--- src/rtl/addr_trigger_unit.sv ---
module addr_trigger_unit #(
  parameter int NTRIG  = 4,
  parameter int MAXLOG = 31
) (
  input  logic                      clk,
  input  logic                      rst_n,
  input  logic                      csr_we,
  input  logic [1:0]                csr_sel,
  input  logic [31:0]               csr_wdata,
  output logic [31:0]               csr_rdata,
  input  logic                      dbg_mode,
  input  logic [1:0]                priv,
  input  logic                      fetch_vld,
  input  logic [31:0]               fetch_addr,
  input  logic                      load_vld,
  input  logic [31:0]               load_addr,
  input  logic                      store_vld,
  input  logic [31:0]               store_addr,
  output logic                      brk_req,
  output logic [$clog2(NTRIG)-1:0]  brk_idx
);
  localparam int IXW = $clog2(NTRIG);
  localparam int SW  = $clog2(NTRIG + 1);
  localparam logic [1:0] A_SEL = 2'd0, A_CTL = 2'd1, A_CMP = 2'd2, A_TCF = 2'd3;

  logic [SW-1:0]    sel_q;
  logic [NTRIG-1:0] ld_q, st_q, ex_q, u_q, m_q, nap_q, act_q, hit_q, dm_q;
  logic [31:0]      cmp_q [NTRIG];
  logic             mte_q, mpte_q;
  logic [NTRIG-1:0] is_sel, fire, win;
  logic [IXW-1:0]   win_idx;
  logic [31:0]      sel_ctl, sel_cmp;
  logic             any_fire, wr_sel, wr_ctl, wr_cmp, wr_tcf;

  assign wr_sel   = csr_we && csr_sel == A_SEL;
  assign wr_ctl   = csr_we && csr_sel == A_CTL;
  assign wr_cmp   = csr_we && csr_sel == A_CMP;
  assign wr_tcf   = csr_we && csr_sel == A_TCF;
  assign win      = fire & (~fire + NTRIG'(1));
  assign any_fire = |fire;

  for (genvar i = 0; i < NTRIG; i++) begin : g_trig
    logic [31:0] ign;
    logic        armed, hf, hl, hs;
    assign is_sel[i] = (sel_q == SW'(i));
    assign ign   = nap_q[i] ? (cmp_q[i] ^ (cmp_q[i] + 32'd1)) : 32'd0;
    assign hf    = fetch_vld & ex_q[i] & (((fetch_addr ^ cmp_q[i]) & ~ign) == 32'd0);
    assign hl    = load_vld  & ld_q[i] & (((load_addr  ^ cmp_q[i]) & ~ign) == 32'd0);
    assign hs    = store_vld & st_q[i] & (((store_addr ^ cmp_q[i]) & ~ign) == 32'd0);
    assign armed = ~act_q[i] & ~dbg_mode &
                   ((priv == 2'b11) ? (m_q[i] & mte_q) :
                    (priv == 2'b00) ? u_q[i] : 1'b0);
    assign fire[i] = armed & (hf | hl | hs);

    p_lock_cmp_r11: assert property (@(posedge clk) disable iff (!rst_n)
      (wr_cmp && is_sel[i] && dm_q[i] && !dbg_mode) |=> $stable(cmp_q[i]));
    p_lock_keep_r11: assert property (@(posedge clk) disable iff (!rst_n)
      (wr_ctl && is_sel[i] && dm_q[i] && !dbg_mode) |=> dm_q[i]);
  end

  always_comb begin
    win_idx = '0;
    for (int j = NTRIG - 1; j >= 0; j--)
      if (fire[j]) win_idx = IXW'(j);
  end

  always_comb begin
    sel_ctl = '0;
    sel_cmp = '0;
    for (int j = 0; j < NTRIG; j++)
      if (is_sel[j]) begin
        sel_ctl = {4'd2, dm_q[j], 6'(MAXLOG), hit_q[j], 1'b0, 1'b0, 2'b00,
                   3'b000, act_q[j], 1'b0, 3'b000, nap_q[j], m_q[j], 1'b0,
                   1'b0, u_q[j], ex_q[j], st_q[j], ld_q[j]};
        sel_cmp = cmp_q[j];
      end
  end

  always_comb
    case (csr_sel)
      A_SEL:   csr_rdata = 32'(sel_q);
      A_CTL:   csr_rdata = sel_ctl;
      A_CMP:   csr_rdata = sel_cmp;
      default: csr_rdata = {24'd0, mpte_q, 3'd0, mte_q, 3'd0};
    endcase

  always_ff @(posedge clk or negedge rst_n)
    if (!rst_n) begin
      sel_q   <= '0;
      mte_q   <= 1'b0;
      mpte_q  <= 1'b0;
      brk_req <= 1'b0;
      brk_idx <= '0;
    end else begin
      if (any_fire)    sel_q <= SW'(win_idx);
      else if (wr_sel) sel_q <= (csr_wdata >= 32'(NTRIG)) ? SW'(NTRIG) : csr_wdata[SW-1:0];
      if (any_fire) begin
        mpte_q <= mte_q;
        mte_q  <= 1'b0;
      end else if (wr_tcf) begin
        mte_q  <= csr_wdata[3];
        mpte_q <= csr_wdata[7];
      end
      brk_req <= any_fire;
      brk_idx <= win_idx;
    end

  always_ff @(posedge clk or negedge rst_n)
    if (!rst_n) begin
      ld_q <= '0; st_q <= '0; ex_q <= '0; u_q <= '0; m_q <= '0;
      nap_q <= '0; act_q <= '0; hit_q <= '0; dm_q <= '0;
      for (int j = 0; j < NTRIG; j++) cmp_q[j] <= '0;
    end else begin
      for (int j = 0; j < NTRIG; j++) begin
        if (wr_ctl && is_sel[j] && (!dm_q[j] || dbg_mode)) begin
          ld_q[j]  <= csr_wdata[0];
          st_q[j]  <= csr_wdata[1];
          ex_q[j]  <= csr_wdata[2];
          u_q[j]   <= csr_wdata[3];
          m_q[j]   <= csr_wdata[6];
          nap_q[j] <= (csr_wdata[10:7] == 4'd1);
          act_q[j] <= (csr_wdata[15:12] == 4'd1);
          hit_q[j] <= csr_wdata[20];
          dm_q[j]  <= csr_wdata[27] & dbg_mode;
        end
        if (win[j]) hit_q[j] <= 1'b1;
        if (wr_cmp && is_sel[j] && (!dm_q[j] || dbg_mode)) cmp_q[j] <= csr_wdata;
      end
    end

  p_sel_bound_r2: assert property (@(posedge clk) disable iff (!rst_n)
    sel_q <= SW'(NTRIG));
  p_req_sel_r9: assert property (@(posedge clk) disable iff (!rst_n)
    brk_req |-> sel_q == SW'(brk_idx));
  p_req_hit_r9: assert property (@(posedge clk) disable iff (!rst_n)
    brk_req |-> hit_q[brk_idx]);
  p_mte_clear_r8: assert property (@(posedge clk) disable iff (!rst_n)
    brk_req |-> !mte_q);
  p_mfire_en_r8: assert property (@(posedge clk) disable iff (!rst_n)
    (brk_req && $past(priv) == 2'b11) |-> $past(mte_q));
  p_no_dbg_fire_r13: assert property (@(posedge clk) disable iff (!rst_n)
    brk_req |-> !$past(dbg_mode));
  p_no_sup_fire_r7: assert property (@(posedge clk) disable iff (!rst_n)
    brk_req |-> $past(priv) != 2'b01);
endmodule

--- config.mk ---
export PLATFORM = sky130hd
export DESIGN_NAME = addr_trigger_unit
export DESIGN_NICKNAME = d
export VERILOG_FILES = /design/src/rtl/addr_trigger_unit.sv
export SDC_FILE = /design/constraint.sdc
export NUM_CORES = 1
export LEC_CHECK = 0
export BUFFER_PORTS_ARGS = -buffer_cell sky130_fd_sc_hd__buf_2
export CAP_MARGIN = 0
export CORE_UTILIZATION = 55
export DETAILED_ROUTE_END_ITERATION = 16
export GPL_TIMING_DRIVEN = 1
export PLACE_DENSITY = 0.79
export SETUP_SLACK_MARGIN = 0.05
export SLEW_MARGIN = 20
export SYNTH_ARGS = -nofsm -noshare
export SYNTH_HDL_FRONTEND = slang
export SYNTH_SLANG_ARGS = --single-unit
--- constraint.sdc ---
create_clock -name clk -period 3.65 [get_ports clk]
set_input_delay 0.1825 -clock clk [delete_from_list [all_inputs] [get_ports clk]]
set_output_delay 0.1825 -clock clk [all_outputs]
set_load 0.05 [all_outputs]
==> flow_summary.ini <==
[floorplanning]
initial_core_util_pct = 56.14
die_y_um = 173.4
num_rows = 62
ios = 174
core_mm2 = 0.02878
die_w_um = 173.4
dieArea_mm2 = 0.03007

[sta]
finalCritPeriodShare_pct = 99.29
setup_viol = 0
final-max-slew-violation-count = 0
layout_setup_ws_ps = 25.93
tightestPinTransition_ps = 982.8
clock_skew_ps = 13.61
fmax_mhz = 275.9
hold_viol = 0
rsz0062_at_grt = yes
finalCriticalPeriod_ps = 3624
slew_headroom_pct = 32.79
timing.hold.ws_ps = 13.61

[outcome]
status = finished clean

[detailed_routing]
drt_iter0_drc = 3221
vias = 19090
routed_wl_um = 86480
wl_per_cell_um = 33.36
routed_via_density = 7.363
ant_nets = 0
drc_errors = 0
drtPass1Iterations = 9

[yosys]
syn_area_per_cell_um2 = 8.459
synth-edff-count = 0
yosysTopAreaCellShare_pct = 26.64
yosysUniqueCellTypes = 75
ys_seq_elements = 172
synth_area_leader_cell = dfrtp_1
syn_area_mm2 = 0.01616
synth_cells = 1910
ys_async_sr_fraction_pct = 100.0
ys_top_cells_by_area = dfrtp_1, mux2_2, xor2_1
yosys_warnings = 0
ys_seq_area_share_pct = 26.64
syn_nets = 2053
ys.flop_type = dfrtp_1

[layout]
multi_input_area_mm2 = 0.01132
num-fill-cells = 2334
area_growth_pct = 23.48
finish.utilization_pct = 69.32
fin_cells = 2592
most-common-layout-cells = buf_4, xor2_1, mux2_2
fin_nets = 2337
seqCellArea_mm2 = 0.004310
final_common_cell = buf_4
drive_gt1_share_pct = 33.57

[clocking]
cts_buffers = 17
insertion_delay_ps = 490
cts.sink_count = 172
root_buffer = clkbuf_16
cts_tree = done
htreeDepth = 4
path_clk_slew_ps = 90
ctsLongestPathBuffers = 2

[placement]
placed_cells = 2548
pre_cts_ws_ps = -239.3
gp_congestion = 1.217
dpl.hpwl_um = 67630
portBuffers = 173

[grt]
grt_remaining_overflow = 0
grt_usage_pct = 56.78
antenna_found_initial = 4
grt_max_degree = 60
grt_pass1_wl_um = 123100
grt_pass1_vias = 18200

[critical_path]
worstPathMaxFanout = 9
r2r_setup_slack_ps = 30
end_kind = register
rr_startpoint = cmp_q[97]$_DFFE_PN0P_
critical_path_arrival_ps = 3990
reg2reg_depth = 13
critPathRequiredTime_ps = 4010
path_class = register to register
cp-start-kind = register
r2r_end = mpte_q$_DFFE_PN0P_

[power]
cellPowerDensity_mw_per_mm2 = 324.5
p_leak_nw = 8.680
ir_drop_mv = 0.7276

[min_path]
min-delay-start = csr_wdata[15]
hp-class = input pin to register
holdPathEnd = cmp_q[111]$_DFFE_PN0P_
whs_path_depth = 2

[run]
cap_violations = 0
## critical path, stage by stage (launching register included)
cell and delay, ps:
dfrtp_1 380, buf_4 180, nand4_1 90, buf_4 190
nor3_1 400, o221ai_1 220, buf_4 200, a2111oi_1 500
o2111ai_1 200, nor3_1 340, o31ai_2 180, nand2_2 150
or3b_2 150, mux2_1 320
## repair_timing
| item | CTS | global route |
|---|---|---|
| buffers inserted | 5 | 2 |
| endpoints found under the hold margin | 64 | 0 |
| setup endpoints to repair | 9 | 11 |
| pin swaps | 5 | 14 |
| resized for setup | 29 | 47 |
| hold buffers | 4 | 0 |
## metal layers
layer,GRT usage (%),vias to the layer above,wire [µm]
li1,-,7523,-
met1,70.04,8989,30260
met2,77.09,2017,33730
met3,28.68,555,15280
met4,37.24,2,7193
met5,0.4808,-,13
## area by class of cell
| type | instances | area share, % |
|---|---|---|
| Antenna cell | 1 | 0.01254 |
| Clock buffer | 17 | 2.132 |
| Clock inverter | 15 | 0.9846 |
| Inverter | 26 | 0.4892 |
| Multi-Input combinational cell | 1515 | 56.72 |
| Sequential cell | 172 | 21.61 |
| Tap cell | 384 | 2.408 |
| Timing Repair Buffer | 462 | 15.65 |
## state kept, by name, summed over array words and instances (netlist names), 4 cells and up
register / count
ex_q: 4
hit_q: 4
u_q: 4
ld_q: 4
act_q: 4
st_q: 4
nap_q: 4
dm_q: 4
cmp_q: 128
m_q: 4
## stage by stage
stage | power [mW] | setup TNS [ps] | cell area (µm²)
global placement | 4.282 | -1106 | 18890
finish | 6.473 | 0 | 19950
detailed placement | 4.302 | -778.7 | 18900
global route | 6.583 | 0 | 19950
CTS | 6.285 | 0 | 19710
floorplan | 3.359 | 0 | 16160
## cells by family after synthesis
kind of cell               share of synthesized area [%]
xor gates and xnor gates                           19.30
DFF                                                26.64
and+or+nand+nor                                    16.70
adders and majority gates                         0.3098
buffers and inverters                              5.537
muxes                                              13.91
AOI/OAI and AO/OA                                  17.61
## worst max-delay path by stage
stage / startpoint / end / slack [ps] / cells after the start
CTS: nap_q[0]$_DFFE_PN0P_ / mpte_q$_DFFE_PN0P_ / 50 / 12
detailed placement: cmp_q[9]$_DFFE_PN0P_ / mpte_q$_DFFE_PN0P_ / -240 / 11
global route: cmp_q[97]$_DFFE_PN0P_ / mpte_q$_DFFE_PN0P_ / 20 / 13
global placement: nap_q[1]$_DFFE_PN0P_ / mpte_q$_DFFE_PN0P_ / -330 / 10
finish: cmp_q[97]$_DFFE_PN0P_ / mpte_q$_DFFE_PN0P_ / 30 / 13
floorplan: cmp_q[1]$_DFFE_PN0P_ / mpte_q$_DFFE_PN0P_ / 140 / 11
## cells in the mapped netlist, types with 9 or more instances
master and n:
o2111ai_1 17, or4_1 9, a2111oi_0 18, o21ai_0 98, nand4_1 63, buf_1 35
nor3_1 43, buf_2 21, clkbuf_1 133, o22ai_1 49, nand3_1 59, xnor2_1 169
mux2i_1 13, a22oi_1 27, xor2_1 187, nor2_1 120, mux2_2 175, and4_1 14
o211ai_1 13, inv_1 25, nand2_1 110, and3_1 17, nor4_1 36, nor2b_1 10
a21oi_1 90, dfrtp_1 172, a31oi_1 30
## report_power, final
part	total, mW	internal [mW]	switching (mW)
logic	2.21	0.883	1.32
clock network	2.00	0.994	1.01
registers	2.26	2.05	0.219
total	6.47	3.92	2.55
Power figures use the tool's default switching activity.
